--- config.mk ---
export PLATFORM = sky130hd
export DESIGN_NAME = gen_slot_alloc
export DESIGN_NICKNAME = d
export VERILOG_FILES = /design/src/rtl/gsa_pkg.sv /design/src/rtl/gsa_slot_bank.sv /design/src/rtl/gsa_scan.sv /design/src/rtl/gen_slot_alloc.sv
export SDC_FILE = /design/constraint.sdc
export NUM_CORES = 1
export LEC_CHECK = 0
export BUFFER_PORTS_ARGS = -buffer_cell sky130_fd_sc_hd__buf_2
export CELL_PAD_IN_SITES_DETAIL_PLACEMENT = 1
export CELL_PAD_IN_SITES_GLOBAL_PLACEMENT = 2
export CORE_MARGIN = 3
export CORE_UTILIZATION = 48
export CTS_BUF_LIST = sky130_fd_sc_hd__clkbuf_4 sky130_fd_sc_hd__clkbuf_8
export CTS_CLUSTER_DIAMETER = 100
export DETAILED_ROUTE_END_ITERATION = 16
export GPL_ROUTABILITY_DRIVEN = 0
export HOLD_SLACK_MARGIN = 0.06
export MAX_ROUTING_LAYER = met4
export PLACE_DENSITY_LB_ADDON = 0.1
export SYNTH_ARGS = -nofsm -noshare
export SYNTH_HDL_FRONTEND = slang
export SYNTH_SLANG_ARGS = --single-unit
--- constraint.sdc ---
create_clock -name clk -period 15.7 [get_ports clk]
set_input_delay 3.14 -clock clk [delete_from_list [all_inputs] [get_ports clk]]
set_output_delay 3.14 -clock clk [all_outputs]
set_load 0.02 [all_outputs]
--- src/rtl/gsa_pkg.sv ---
package gsa_pkg;

  // Controller phases of one allocation
  typedef enum logic [1:0] {
    ST_IDLE   = 2'd0,
    ST_SCAN   = 2'd1,
    ST_COMMIT = 2'd2
  } gsa_state_e;

endpackage

--- src/rtl/gsa_slot_bank.sv ---
module gsa_slot_bank #(
  parameter int NSLOT = 8,
  parameter int PW    = 8,
  parameter int DW    = 8,
  parameter int CNTW  = 6,
  localparam int IW   = (NSLOT > 1) ? $clog2(NSLOT) : 1
) (
  input  logic            clk,
  input  logic            rst,
  // scan read port
  input  logic [IW-1:0]   rd_idx,
  output logic            rd_used,
  output logic [PW-1:0]   rd_per,
  output logic [DW-1:0]   rd_duty,
  // commit port
  input  logic            dec_en,
  input  logic [IW-1:0]   dec_idx,
  input  logic            inc_en,
  input  logic [IW-1:0]   inc_idx,
  input  logic [PW-1:0]   inc_per,
  input  logic [DW-1:0]   inc_duty,
  output logic            prog_o
);

  logic [CNTW-1:0] cnt   [NSLOT];
  logic [PW-1:0]   per   [NSLOT];
  logic [DW-1:0]   duty  [NSLOT];
  logic [CNTW-1:0] post_release;
  logic            same_slot;

  assign rd_used = (cnt[rd_idx] != '0);
  assign rd_per  = per[rd_idx];
  assign rd_duty = duty[rd_idx];

  // count of the target slot once the channel's old slot is let go
  assign same_slot    = dec_en && (dec_idx == inc_idx);
  assign post_release = cnt[inc_idx] - CNTW'(same_slot);
  assign prog_o       = (post_release == '0);

  always_ff @(posedge clk) begin
    if (rst) begin
      for (int s = 0; s < NSLOT; s++) begin
        cnt[s]  <= '0;
        per[s]  <= '0;
        duty[s] <= '0;
      end
    end else begin
      for (int s = 0; s < NSLOT; s++) begin
        cnt[s] <= cnt[s]
                  - CNTW'(dec_en && (dec_idx == IW'(s)))
                  + CNTW'(inc_en && (inc_idx == IW'(s)));
        if (inc_en && (inc_idx == IW'(s)) && prog_o) begin
          per[s]  <= inc_per;
          duty[s] <= inc_duty;
        end
      end
    end
  end


  no_underflow_chk: assert property (@(posedge clk) disable iff (rst)
    dec_en |-> (cnt[dec_idx] != '0));


  load_free_chk: assert property (@(posedge clk) disable iff (rst)
    (inc_en && prog_o) |=> (cnt[$past(inc_idx)] == CNTW'(1)));

endmodule

--- src/rtl/gsa_scan.sv ---
module gsa_scan #(
  parameter int NSLOT = 8,
  parameter int PW    = 8,
  parameter int DW    = 8,
  localparam int IW   = (NSLOT > 1) ? $clog2(NSLOT) : 1,
  localparam int TW   = PW + DW
) (
  input  logic          clk,
  input  logic          rst,
  input  logic          start,
  input  logic          step,
  input  logic [IW-1:0] idx,
  input  logic          slot_used,
  input  logic [PW-1:0] slot_per,
  input  logic [DW-1:0] slot_duty,
  input  logic [PW-1:0] req_per,
  input  logic [DW-1:0] req_duty,
  output logic          hit,
  output logic [IW-1:0] hit_idx,
  output logic          free_found,
  output logic [IW-1:0] free_idx,
  output logic          best_found,
  output logic [IW-1:0] best_idx
);

  localparam logic [DW-1:0] FULL = '1;

  logic [TW-1:0] cand_t, req_t, best_t;
  logic [PW-1:0] best_p;
  logic          exact, full_share, match_now, fits;

  assign cand_t     = TW'(slot_per) * TW'(slot_duty);
  assign req_t      = TW'(req_per) * TW'(req_duty);
  assign exact      = (slot_per == req_per) && (slot_duty == req_duty);
  assign full_share = (req_duty == FULL) && (slot_duty == FULL);
  assign match_now  = slot_used && (exact || full_share);
  assign fits       = slot_used && !match_now
                      && (slot_per <= req_per) && (slot_per >= best_p)
                      && (cand_t <= req_t) && (cand_t > best_t);

  always_ff @(posedge clk) begin
    if (rst || start) begin
      hit        <= 1'b0;
      hit_idx    <= '0;
      free_found <= 1'b0;
      free_idx   <= '0;
      best_found <= 1'b0;
      best_idx   <= '0;
      best_t     <= '0;
      best_p     <= '0;
    end else if (step) begin
      if (!slot_used) begin
        free_found <= 1'b1;
        free_idx   <= idx;
      end
      if (match_now && !hit) begin
        hit     <= 1'b1;
        hit_idx <= idx;
      end
      if (fits) begin
        best_found <= 1'b1;
        best_idx   <= idx;
        best_t     <= cand_t;
        best_p     <= slot_per;
      end
    end
  end


  first_hit_chk: assert property (@(posedge clk) disable iff (rst)
    (step && hit) |=> (hit && $stable(hit_idx)));


  best_grow_chk: assert property (@(posedge clk) disable iff (rst)
    (step && best_found && !start) |=> (best_found && (best_t >= $past(best_t))));

endmodule

--- src/rtl/gen_slot_alloc.sv ---
module gen_slot_alloc
  import gsa_pkg::*;
#(
  parameter int NSLOT = 8,
  parameter int NCHAN = 33,
  parameter int PW    = 8,
  parameter int DW    = 8,
  localparam int IW   = (NSLOT > 1) ? $clog2(NSLOT) : 1,
  localparam int CW   = (NCHAN > 1) ? $clog2(NCHAN) : 1
) (
  input  logic          clk,
  input  logic          rst,
  input  logic          req_valid,
  output logic          req_ready,
  input  logic [CW-1:0] req_chan,
  input  logic [PW-1:0] req_period,
  input  logic [DW-1:0] req_duty,
  output logic          rsp_valid,
  output logic          rsp_ok,
  output logic          rsp_off,
  output logic          rsp_program,
  output logic [IW-1:0] rsp_slot
);

  localparam int CNTW = $clog2(NCHAN + 1);

  gsa_state_e    st;
  logic [IW-1:0] idx;
  logic [CW-1:0] chan_q;
  logic [PW-1:0] per_q;
  logic [DW-1:0] duty_q;
  logic          prev_valid;
  logic [IW-1:0] prev_slot;
  logic [NCHAN-1:0] chan_live;
  logic [IW-1:0] slot_tab [NCHAN];

  logic          accept, in_scan, in_commit;
  logic          is_off, found, grant_ok, inc_en, dec_en;
  logic [IW-1:0] sel_idx;

  logic          rd_used;
  logic [PW-1:0] rd_per;
  logic [DW-1:0] rd_duty;
  logic          bank_prog;
  logic          hit, free_found, best_found;
  logic [IW-1:0] hit_idx, free_idx, best_idx;

  assign req_ready = (st == ST_IDLE);
  assign accept    = req_ready && req_valid;
  assign in_scan   = (st == ST_SCAN);
  assign in_commit = (st == ST_COMMIT);

  // channel -> slot table, synchronous read at acceptance
  always_ff @(posedge clk) begin
    if (accept)
      prev_slot <= slot_tab[req_chan];
    if (inc_en)
      slot_tab[chan_q] <= sel_idx;
  end

  // grant selection: match, then free, then nearest fit
  always_comb begin
    is_off  = (duty_q == '0);
    found   = 1'b0;
    sel_idx = '0;
    if (hit) begin
      found   = 1'b1;
      sel_idx = hit_idx;
    end else if (free_found) begin
      found   = 1'b1;
      sel_idx = free_idx;
    end else if (best_found) begin
      found   = 1'b1;
      sel_idx = best_idx;
    end
    grant_ok = is_off || found;
  end

  assign inc_en = in_commit && found && !is_off;
  assign dec_en = in_commit && grant_ok && prev_valid;

  always_ff @(posedge clk) begin
    if (rst) begin
      st          <= ST_IDLE;
      idx         <= '0;
      chan_q      <= '0;
      per_q       <= '0;
      duty_q      <= '0;
      prev_valid  <= 1'b0;
      chan_live   <= '0;
      rsp_valid   <= 1'b0;
      rsp_ok      <= 1'b0;
      rsp_off     <= 1'b0;
      rsp_program <= 1'b0;
      rsp_slot    <= '0;
    end else begin
      rsp_valid <= 1'b0;
      unique case (st)
        ST_IDLE: begin
          if (req_valid) begin
            st         <= ST_SCAN;
            idx        <= '0;
            chan_q     <= req_chan;
            per_q      <= req_period;
            duty_q     <= req_duty;
            prev_valid <= chan_live[req_chan];
          end
        end
        ST_SCAN: begin
          if (idx == IW'(NSLOT - 1))
            st <= ST_COMMIT;
          else
            idx <= idx + 1'b1;
        end
        ST_COMMIT: begin
          st          <= ST_IDLE;
          rsp_valid   <= 1'b1;
          rsp_ok      <= grant_ok;
          rsp_off     <= is_off;
          rsp_program <= inc_en && bank_prog;
          rsp_slot    <= inc_en ? sel_idx : '0;
          if (grant_ok)
            chan_live[chan_q] <= !is_off;
        end
        default: st <= ST_IDLE;
      endcase
    end
  end

  gsa_slot_bank #(
    .NSLOT (NSLOT),
    .PW    (PW),
    .DW    (DW),
    .CNTW  (CNTW)
  ) u_bank (
    .clk      (clk),
    .rst      (rst),
    .rd_idx   (idx),
    .rd_used  (rd_used),
    .rd_per   (rd_per),
    .rd_duty  (rd_duty),
    .dec_en   (dec_en),
    .dec_idx  (prev_slot),
    .inc_en   (inc_en),
    .inc_idx  (sel_idx),
    .inc_per  (per_q),
    .inc_duty (duty_q),
    .prog_o   (bank_prog)
  );

  gsa_scan #(
    .NSLOT (NSLOT),
    .PW    (PW),
    .DW    (DW)
  ) u_scan (
    .clk        (clk),
    .rst        (rst),
    .start      (accept),
    .step       (in_scan),
    .idx        (idx),
    .slot_used  (rd_used),
    .slot_per   (rd_per),
    .slot_duty  (rd_duty),
    .req_per    (per_q),
    .req_duty   (duty_q),
    .hit        (hit),
    .hit_idx    (hit_idx),
    .free_found (free_found),
    .free_idx   (free_idx),
    .best_found (best_found),
    .best_idx   (best_idx)
  );


  busy_ready_chk: assert property (@(posedge clk) disable iff (rst)
    (req_valid && req_ready) |=> !req_ready);


  rsp_pulse_chk: assert property (@(posedge clk) disable iff (rst)
    rsp_valid |=> !rsp_valid);


  prog_grant_chk: assert property (@(posedge clk) disable iff (rst)
    (rsp_valid && rsp_program) |-> (rsp_ok && !rsp_off));


  off_noslot_chk: assert property (@(posedge clk) disable iff (rst)
    (rsp_valid && rsp_off) |-> (rsp_ok && !rsp_program && (rsp_slot == '0)));


  refuse_clean_chk: assert property (@(posedge clk) disable iff (rst)
    (rsp_valid && !rsp_ok) |-> (!rsp_program && !rsp_off && (rsp_slot == '0)));

  // R2 (input assumption: channel in range)
  chan_range_chk: assert property (@(posedge clk) disable iff (rst)
    req_valid |-> (int'(req_chan) < NCHAN));

endmodule

* Word level (Yosys, flattened, before mapping)
Memories as Yosys holds them, arrays and structs flattened. A register that Yosys moved wholly into a read port is not among the register bits. Cells that the tools add are included.
Storage, ports and cells: flip-flop bits (word level) 104, latch bits 0, memory bits (writable) 275, bits in read-only memories 0, output and inout port bits 8, word-level logic and storage cells 240, memories 4
Memory list:
- slot_tab | depth 33, width 3, read ports 1, clocked after memory_dff 1, wr ports 1, line gen_slot_alloc.sv:35 | logic [IW-1:0] slot_tab [NCHAN];
- u_bank.duty | depth 8, width 8, read ports 1, clocked after memory_dff 1, wr ports 8, line gsa_slot_bank.sv:27 | logic [DW-1:0] duty [NSLOT];
- u_bank.per | depth 8, width 8, read ports 1, clocked after memory_dff 1, wr ports 8, line gsa_slot_bank.sv:26 | logic [PW-1:0] per [NSLOT];
- u_bank.cnt | depth 8, width 6, read ports 10, clocked after memory_dff 1, wr ports 8, line gsa_slot_bank.sv:25 | logic [CNTW-1:0] cnt [NSLOT];
Operators by class: $add $sub $neg 18, $mul 2, div/mod/pow operators 0, $lt $le $gt $ge 7, eq/ne operators 25, shift operators 0, multiplexer cells 78, bitwise logic cells 25, reduce and logical (&&, ||, !) cells 61
Operators with widths (number):
- two-way mux 8 bit | 16
- subtractor 6 x 1 -> 6 bit | 9
- adder 6 x 1 -> 6 bit | 8
- two-way mux 6 bit | 8
- logical AND 1 bit | 41
- two-way mux 3 bit | 12
- two-way mux 1 bit | 35
- bitwise mux 33 bit | 1
- multiplier 8 x 8 -> 16 bit | 2
- equality test 3 bit, second input constant | 9
- bitwise OR 1 bit | 24
- equality test 8 bit | 2
- equality test 8 bit, second input constant | 2
- greater-than comparator 16 bit | 1
- <= comparator 16 bit | 1
- less-than comparator 6 x 7 -> 1 bit, second input constant | 2
- equality test 3 x 2 -> 1 bit, second input constant | 4
- AND reduction 2 bit | 6
- >= comparator 8 bit | 1
- <= comparator 8 bit | 1
- logical NOT 8 bit | 1
- binary-select mux 1 bit (select 6 bit) | 1
- demux 1 bit (select 6 bit) | 1
- equality test 3 x 1 -> 1 bit, second input constant | 2
- other kinds (19) | 26

* Depth between registers and ports, before layout
Gate-level depths: netlist of the first run.
depth in word-level cells 14, mapped depth 32, gate-level depth less buffers 27

* Cells and area by module
Synthesis of the first run repeated with hierarchy kept, for this count alone.
Unflattened totals: cells, all modules 2195, area total of the unflattened synthesis 23403.7 um2
Modules (own cells, without submodules):
- gsa_slot_bank | instances 1, cells an instance 768, area an instance 9312.7 um2, sequential area each 4804.6 um2
- gen_slot_alloc | instances 1, cells an instance 601, area an instance 7214.4 um2, sequential area each 4424.2 um2
- gsa_scan | instances 1, cells an instance 826, area an instance 6876.6 um2, sequential area each 720.7 um2

* Least setup slack after synthesis of the first run
No wires, ideal clock.
path type reg2reg, start point reg with a tool-made name, end point reg u_scan.best_idx[2], library setup time 0.072 ns, data arrival time 7.705 ns, required time 15.628 ns, setup slack 7.923 ns, cell stages (with the launch flop) 31, clock period less this slack 7.777 ns, cells stage by stage dfxtp_1 buf_2 buf_4 buf_4 buf_2 mux4_2 mux2i_1 or2_2 fa_1 fa_1 inv_1 fa_1 inv_1 fa_1 inv_1 ha_1 or3_1 o21ai_0 a211o_1 nand3b_1 xor2_1 ha_1 o21ai_0 nand2b_1 a31oi_1 nor2b_1 o31ai_1 and4_1 buf_6 buf_6 mux2i_1
RTL lines:
- end signal, assigned | line gsa_scan.sv:62 | best_idx <= idx;
- end, declared | line gsa_scan.sv:23 | output logic [IW-1:0] best_idx

==> results of run 1 <==
[placed cells by master (no fill, tap or decap), types with 9 or more instances in the layout]
master,count
inv_1,266
edfxtp_1,230
nand2_1,192
ha_1,171
dfxtp_1,152
nor2_1,137
nor3_1,121
a21oi_1,109
fa_1,80
clkbuf_8,76
mux4_2,74
o21ai_0,55
a21o_1,42
mux2i_1,41
xnor2_1,40
nand2b_1,36
and2_1,36
buf_4,34
xor2_1,32
buf_2,31
clkbuf_4,20
clkinv_1,19
nand3_1,18
nor2b_1,18
nor4_1,17
or2_2,16
or3_1,14
mux2_2,12
o21bai_1,12
a211oi_1,11
nand4_1,10
a41oi_1,9
[path summary, 6_finish.rpt]
path	end	from	slack, ns	cells after the start
setup / recovery	u_scan.best_t[4]	register	6.57	26
hold reg to reg	rsp_slot[2]	rsp_slot[2]	0.46	2
setup reg to reg	u_scan.best_t[4]	register	6.57	26
hold / removal	rsp_slot[2]	rsp_slot[2]	0.46	2
[kinds of logic after synthesis]
group / Yosys count / share of synthesized area
xor+xnor: 72 / 0.0274
flops: 385 / 0.434
compound gates: 289 / 0.0782
fa+ha+maj: 251 / 0.162
simple gates: 645 / 0.134
buf+inv: 372 / 0.0637
mux: 132 / 0.0997
[power breakdown]
group	switching, mW	internal (mW)
clock network	0.439	0.531
logic	0.281	0.175
registers	0.0230	1.08
total	0.743	1.79
[critical path: cells and delay by family, from the launching register on]
family	cells	cell delay [ns]
buffers and inverters	5	1.12
adders and majority gates	6	2.72
DFF	1	0.43
muxes	3	1.58
AOI/OAI and AO/OA	7	1.73
xor gates and xnor gates	1	0.24
and+or+nand+nor	4	1.19
[layer usage]
metal  share of wire  track usage  vias up
li1                -            -     7542
met4           0.027       0.0793        0
met1            0.43        0.332     8294
met2            0.49        0.440      363
met5               0            -        -
met3           0.049       0.0412      118
[registers in the layout (all words and copies together) (netlist names), 2 cells and up, named ones only]
register         cells
u_scan.best_p        8
u_scan.free_idx      3
chan_live           33
st                   2
prev_slot            3
u_bank.duty         64
idx                  3
u_bank.per          64
chan_q               6
rsp_slot             3
slot_tab            99
u_scan.best_idx      3
duty_q               8
u_scan.hit_idx       3
per_q                8
u_scan.best_t       16
u_bank.cnt          48
[layout make-up]
type / count / area (um^2) / area share
clock inverter: 32 / 216 / 0.00859
tap: 607 / 759 / 0.0301
inverter: 268 / 1010 / 0.0399
sequential: 385 / 10000 / 0.398
antenna: 1 / 2.50 / 0.0000993
timing repair buffer: 65 / 410 / 0.0163
multi-input combinational: 1389 / 11600 / 0.460
clock buffer: 96 / 1200 / 0.0475
[cell usage after synthesis (3+ instances only)]
cell type    n  area, um^2
edfxtp_1   230        6910
nor2b_1     18         113
nor4_1      17         106
nand4_1     10        62.6
xnor2_1     40         350
buf_6        6        67.6
nor3b_1      5        37.5
nand2_1    193         724
inv_1      266         998
a211oi_1    11        82.6
o21a_1       8        60.1
a22oi_1      7        52.6
a41oi_1      9        78.8
and2_1      36         225
nor2_1     138         518
clkbuf_1    77         289
and3_1       5        31.3
mux2i_2      3        41.3
ha_1       171        2140
buf_4        4        30.0
a31o_2       3        26.3
dfxtp_1    155        3100
nor3_1     122         611
buf_1        7        26.3
mux4_2      74        1670
xor2_1      32         280
or2_2       16         100
mux2i_1     41         410
a21oi_1    109         546
o21ai_0     55         275
buf_2       10        50.1
nand3_1     18        90.1
o31ai_1      3        22.5
o211ai_1     4        30.0
nand3b_1     5        37.5
o22ai_1      7        43.8
o21bai_1    12        90.1
mux2_2      12         135
a211o_1      3        26.3
nand2b_1    36         225
fa_1        80        1600
or3_1       14        87.6
a21o_1      42         315
==> results.json, run 1 <==
{
  "first_global_vias": 17800,
  "hpwl_mm": 44.2,
  "fin_nets": 2455,
  "max_cap_viol_count": 0,
  "fmax_mhz": 109,
  "ys_warn_count": 0,
  "start_util": 0.491,
  "slew_viol_final": 0,
  "setup_viol": 0,
  "slew_headroom": 0.243,
  "cts_hold_buf": 0,
  "critPathSlowestCell": "o31ai_1",
  "seq_area_frac_synth": 0.434,
  "track_usage": 0.263,
  "clk_pin_slew_ns": 0.06,
  "postCtsSetupRepairBufs": 0,
  "cp_common_cell": "fa_1",
  "endpoint_kind": "register",
  "htreeDepth": 3,
  "wirelength_mm": 62.6,
  "fin_ws_ns": 6.57,
  "dieArea_um2": 50700,
  "cts_buffer_depth": 3,
  "tightest_slew_ns": 1.13,
  "core_um2": 47000,
  "io-pin-count": 33,
  "worstHoldPathType": "register to register",
  "cts_root_buffer": "clkbuf_8",
  "syn_nets": 2422,
  "placed_cells": 2714,
  "fin_crit_ns": 9.13,
  "hold_violations": 0,
  "vias_per_cell": 5.74,
  "cts_tree": "yes",
  "drt-initial-drc-count": 957,
  "instances_no_fill": 2843,
  "port_buffers": 32,
  "synth-seq-cells": 385,
  "holdWs_ns": 0.458,
  "leakage_nw": 10.1,
  "grt_pass1_wl_mm": 99.7,
  "rsz0062_at_grt": "no",
  "fill_cells": 5080,
  "overflow": 0,
  "drc": 0,
  "path_class": "register to register",
  "place_ws_ns": 6.61,
  "antenna_left": 0,
  "synth_cell_types": 68,
  "synthArstFlopShare": 0,
  "start_kind": "register",
  "skew_ns": 0.0247,
  "grt_max_degree": 78,
  "p_per_area_nw_per_um2": 101,
  "clk_latency_ns": 0.65,
  "synth-edff-count": 230,
  "die_x_um": 225,
  "antenna_found_initial": 2,
  "outcome": "complete, no violations",
  "via_count": 16300,
  "arrival_ns": 9.69,
  "tns_ns": 0,
  "cp_max_fo": 28,
  "drt_pass1_iterations": 5,
  "dpl-instance-area_um2": 23800,
  "syn2layout_area_growth_pct": 9.32,
  "ys.flop_type": "edfxtp_1",
  "vdd_drop_max_v": 0.0000834,
  "fp-row-count": 79,
  "drive_above_1_share": 0.135,
  "routedWlPerCell_um": 22.0,
  "utilization": 0.537,
  "postSynthCellCount": 2146,
  "power_mw": 2.53,
  "fin_crit_sh": 0.582,
  "cpPeakStageDelay_ns": 0.89,
  "cts.sinks": 385,
  "final_cell_area_um2": 25200,
  "avgSynthCellArea_um2": 10.7,
  "netlist_area_um2": 23000,
  "cp_data_required_time_ns": 16.26,
  "die_h_um": 225,
  "numCtsBuffers": 70,
  "cts_resized": 0
}
Note: power is estimated with default switching activity, not from simulation.
==> run 2, diff against run 1 <==
- CORE_UTILIZATION: 48 -> 40
- clock period: 15.7 -> 7.6 ns (I/O delays scaled with it)
==> results.json, run 2 (synthesis results as in run 1) <==
{
  "die_x_um": 246,
  "clk_pin_slew_ns": 0.05,
  "fin_ws_ns": 0.404,
  "largest_register": "slot_tab",
  "syn2layout_area_growth_pct": 12.3,
  "cts_hold_buf": 0,
  "antenna_left": 0,
  "fin_crit_ns": 7.20,
  "first_global_vias": 17700,
  "critical-path-top-delay-family": "adder cells",
  "cp_data_required_time_ns": 8.15,
  "grt_pass1_wl_mm": 103,
  "wirelength_mm": 66.3,
  "hp-start": "u_scan.best_t[7]",
  "clk_latency_ns": 0.66,
  "largest_reg_flops": 99,
  "die_h_um": 246,
  "dpl-instance-area_um2": 24200,
  "drt_pass1_iterations": 5,
  "grt_max_degree": 74,
  "crit_buf_inv": 6,
  "critPathSlowestCell": "mux4_2",
  "cpPeakStageDelay_ns": 0.53,
  "drive_above_1_share": 0.158,
  "fin_crit_sh": 0.947,
  "r2r_cells": 27,
  "port_buffers": 32,
  "numCtsBuffers": 72,
  "cp_max_fo": 13,
  "drt-initial-drc-count": 843,
  "fp-row-count": 87,
  "cts_tree": "yes",
  "utilization": 0.456,
  "fmax_mhz": 139,
  "path_class": "register to register",
  "dieArea_um2": 60500,
  "start_util": 0.406,
  "core_um2": 56700,
  "max_cap_viol_count": 0,
  "fin_nets": 2489,
  "routedWlPerCell_um": 21.9,
  "cts.sinks": 385,
  "rrSetupSlack_ns": 0.40,
  "arrival_ns": 7.75,
  "cp_common_cell": "fa_1",
  "reg.largest.list": "slot_tab x99, u_bank.duty x64, u_bank.per x64",
  "hpwl_mm": 47.5,
  "cts_root_buffer": "clkbuf_8",
  "overflow": 0,
  "start_kind": "register",
  "antenna_found_initial": 2,
  "mostFrequentLayoutCell": "inv_1",
  "via_count": 16200,
  "vias_per_cell": 5.34,
  "place_ws_ns": -0.103,
  "r2r-end": "u_scan.best_t[4]",
  "track_usage": 0.230,
  "outcome": "complete, no violations",
  "endpoint_kind": "register",
  "setup_viol": 0,
  "leakage_nw": 10.3,
  "cts_buffer_depth": 3,
  "final_cell_area_um2": 25900,
  "hold_path_depth": 2,
  "layout_common_cells": "inv_1 (266), edfxtp_1 (230), nand2_1 (191), ha_1 (171), dfxtp_1 (152)",
  "p_per_area_nw_per_um2": 208,
  "worstHoldEndpoint": "u_scan.best_t[7]",
  "io-pin-count": 33,
  "htreeDepth": 3,
  "tns_ns": 0,
  "slew_viol_final": 0,
  "hold_violations": 0,
  "drc": 0,
  "vdd_drop_max_v": 0.000136,
  "skew_ns": 0.0323,
  "worstHoldPathType": "register to register",
  "tightest_slew_ns": 1.23,
  "slew_headroom": 0.180
}
==> run 2: cell types whose count changed in the layout (fill, tap and decap cells not counted), moves of 2 or more <==
cell      previous run  this run
buf_12               0         3
buf_4               34        61
buf_6                0         2
clkbuf_4            20        24
clkinv_1            19        15
dfxtp_2              3         1
dfxtp_4              0         2
mux2i_1             41        34
mux2i_4              2         8
o21bai_1            12        10
o21bai_2             0         2
xor2_1              32        30
xor2_2               0         2
==> run 2: layout make-up <==
| type | instances | area, um^2 |
|---|---|---|
| Tap cell | 756 | 946 |
| Clock buffer | 99 | 1210 |
| Sequential cell | 385 | 10000 |
| Fill cell | 6153 | 30800 |
| Inverter | 268 | 1010 |
| Multi-Input combinational cell | 1389 | 11700 |
| Timing Repair Buffer | 97 | 696 |
| Clock inverter | 32 | 263 |
| Antenna cell | 2 | 5.00 |
==> run 2: power by group <==
part / switching, mW / internal [mW] / leakage, nW
combinational: 0.622 / 0.397 / 6.00
clock: 0.939 / 1.15 / 0.778
sequential: 0.0455 / 2.24 / 3.52
total: 1.61 / 3.78 / 10.3
==> run 2: worst max path at each step <==
stage / from / end / cells after the start
2_1_floorplan: register / u_scan.best_idx[2] / 30
3_3_place_gp: register / u_scan.best_p[5] / 24
3_5_place_dp: register / u_scan.best_t[4] / 25
4_1_cts: register / u_scan.best_t[4] / 26
5_1_grt: register / u_scan.best_t[4] / 27
6_report: register / u_scan.best_t[4] / 27
==> run 2: worst reg2reg max path, delay by kind of cell (launching register included) <==
kind	cells	cell delay, ns
AOI/OAI and AO/OA	3	0.45
xor gates and xnor gates	1	0.26
adders and majority gates	6	2.64
buffers and inverters	6	0.79
DFF	1	0.46
and+or+nand+nor	8	1.56
muxes	3	0.92
==> run 2: through the flow <==
stage / total power [mW] / hold slack [ns] / std cells
2_1_floorplan: 2.98 / 0.434 / 2146
3_5_place_dp: 3.33 / 0.450 / 2889
6_report: 5.39 / 0.459 / 3028
5_1_grt: 5.69 / 0.475 / 3027
3_3_place_gp: 3.31 / 0.443 / 2889
4_1_cts: 5.46 / 0.462 / 3020
==> run 2: repair_timing <==
item | 4_1_cts | 5_1_grt
pin swaps | 0 | 3
endpoints found under the setup margin | 24 | 28
resized for setup | 4 | 19
buffers inserted | 0 | 6
==> run 2: per-layer routing <==
| layer | part of all wire | vias up | routed length (um) | GRT usage |
|---|---|---|---|---|
| met5 | 0 | - | 0 | - |
| met4 | 0.019 | 0 | 1290 | 0.0610 |
| met3 | 0.041 | 105 | 2690 | 0.0371 |
| met2 | 0.49 | 312 | 32600 | 0.383 |
| met1 | 0.45 | 8151 | 29700 | 0.291 |
| li1 | - | 7599 | - | - |
==> run 3, diff against run 2 <==
- CORE_MARGIN: 3 -> 10
- REMOVE_ABC_BUFFERS: default -> 1
- SKIP_LAST_GASP: default -> 1
==> results.json, run 3 (synthesis results as in run 1) <==
{
  "reg.largest.list": "slot_tab x99, u_bank.duty x64, u_bank.per x64",
  "endpoint_kind": "register",
  "cp-endpoint": "u_scan.best_t[8]",
  "fin_crit_sh": 0.938,
  "slew_viol_final": 0,
  "rrSetupSlack_ns": 0.47,
  "critical-path-top-delay-family": "adder cells",
  "numCtsBuffers": 72,
  "cts_buffer_depth": 3,
  "cts_root_buffer": "clkbuf_8",
  "drt_pass1_iterations": 5,
  "largest_register": "slot_tab",
  "overflow": 0,
  "clk_pin_slew_ns": 0.06,
  "htreeDepth": 3,
  "drive_above_1_share": 0.153,
  "antenna_found_initial": 2,
  "die_h_um": 260,
  "fmax_mhz": 140,
  "cpPeakStageDelay_ns": 0.52,
  "start_util": 0.406,
  "power_frac_comb": 0.190,
  "drc": 0,
  "via_count": 16100,
  "slew_headroom": 0.376,
  "cp_max_fo": 17,
  "layout_common_cells": "inv_1 (266), edfxtp_1 (230), nand2_1 (193), ha_1 (171), dfxtp_1 (152)",
  "power.switching_mw": 1.59,
  "mostFrequentLayoutCell": "inv_1",
  "dieArea_um2": 67600,
  "cts_hold_buf": 0,
  "tns_ns": 0,
  "tightest_slew_ns": 0.936,
  "cts.sinks": 385,
  "hold_violations": 0,
  "vdd_drop_max_v": 0.000140,
  "routedWlPerCell_um": 21.6,
  "r2r-end": "u_scan.best_t[8]",
  "p_int_mw": 3.70,
  "antenna_left": 0,
  "p_per_area_nw_per_um2": 206,
  "grt_pass1_wl_mm": 103,
  "cp_data_required_time_ns": 8.15,
  "fin_crit_ns": 7.13,
  "r2r_cells": 26,
  "hp-start": "rsp_slot[2]",
  "crit_buf_inv": 5,
  "syn2layout_area_growth_pct": 11.7,
  "port_buffers": 32,
  "wirelength_mm": 65.2,
  "vias_per_cell": 5.34,
  "fill_cells": 6197,
  "holdWs_ns": 0.451,
  "fin_nets": 2482,
  "multiInputGateArea_um2": 11700,
  "die_x_um": 260,
  "skew_ns": 0.0338,
  "setup_viol": 0,
  "first_global_vias": 17500,
  "regArea_um2": 10000,
  "outcome": "complete, no violations",
  "p_seq_frac": 0.432,
  "drt-initial-drc-count": 906,
  "max_cap_viol_count": 0,
  "io-pin-count": 33,
  "pwr-share-clk": 0.379,
  "worstHoldPathType": "register to register",
  "path_class": "register to register",
  "hpwl_mm": 46.7,
  "largest_reg_flops": 99,
  "fp-row-count": 87,
  "cts_tree": "yes",
  "grt_max_degree": 92,
  "cp_num_cells": 26,
  "leakage_nw": 10.2,
  "core_um2": 56700,
  "arrival_ns": 7.68,
  "start_kind": "register",
  "clk_latency_ns": 0.66,
  "switching_share": 0.301,
  "critPathSlowestCell": "fa_1",
  "power_mw": 5.29,
  "track_usage": 0.201
}
## run 3: cell count changes in the layout (fill, tap and decap cells not counted), moves of 4 or more
cell      delta
o21bai_2     +4
mux2i_1      +7
mux2i_4      -6
buf_4        -8
o21bai_1     -4
## run 3: tightest hold or removal path, cell delays in order (launching register included)
cell and delay, ns:
dfxtp_1 0.30, nand2_1 0.05, a21oi_1 0.05
## run 3: worst min path at each step
| stage | end | slack [ns] | depth (start not counted) |
|---|---|---|---|
| 3_3_place_gp | u_scan.best_t[2] | 0.44 | 2 |
| 5_1_grt | rsp_slot[2] | 0.47 | 2 |
| 2_1_floorplan | chan_live[0] | 0.43 | 2 |
| 3_5_place_dp | rsp_slot[2] | 0.45 | 2 |
| 6_report | rsp_slot[2] | 0.45 | 2 |
| 4_1_cts | rsp_slot[2] | 0.46 | 2 |
## run 3: cell type report
class / instances / share of cell area
Clock inverter: 32 / 0.00705
Clock buffer: 101 / 0.0482
Multi-Input combinational cell: 1389 / 0.454
Inverter: 268 / 0.0391
Tap cell: 756 / 0.0368
Timing Repair Buffer: 90 / 0.0256
Sequential cell: 385 / 0.389
Antenna cell: 2 / 0.000195
## run 3: timing repair
action                                  in CTS  in global routing
gates resized for setup                      0                 19
endpoints found under the setup margin       0                 28
buffers inserted                             0                  7
## run 3: metal layers
layer / GRT usage / share of wire / vias up
li1: - / - / 7585
met1: 0.253 / 0.45 / 8210
met2: 0.336 / 0.50 / 258
met3: 0.0290 / 0.033 / 96
met4: 0.0479 / 0.019 / 0
met5: - / 0 / -
## run 3: per-stage QoR
step	cell area [um^2]	util	cells	setup slack (ns)
floorplan	22600	-	2042	-1.03
CTS	25600	0.451	3014	0.179
global placement	24200	0.426	2881	0.313
finish	25700	0.454	3023	0.475
global route	25700	0.454	3023	-0.00220
detailed placement	24200	0.426	2881	0.207
## run 3: power by group through the flow
stage	logic [mW]	clock network (mW)	registers, mW
3_3_place_gp	0.960	0	2.33
3_5_place_dp	0.982	0	2.33
6_report	1.00	2.00	2.29
5_1_grt	1.14	2.17	2.29
4_1_cts	0.990	2.07	2.29
2_1_floorplan	0.642	0	2.31
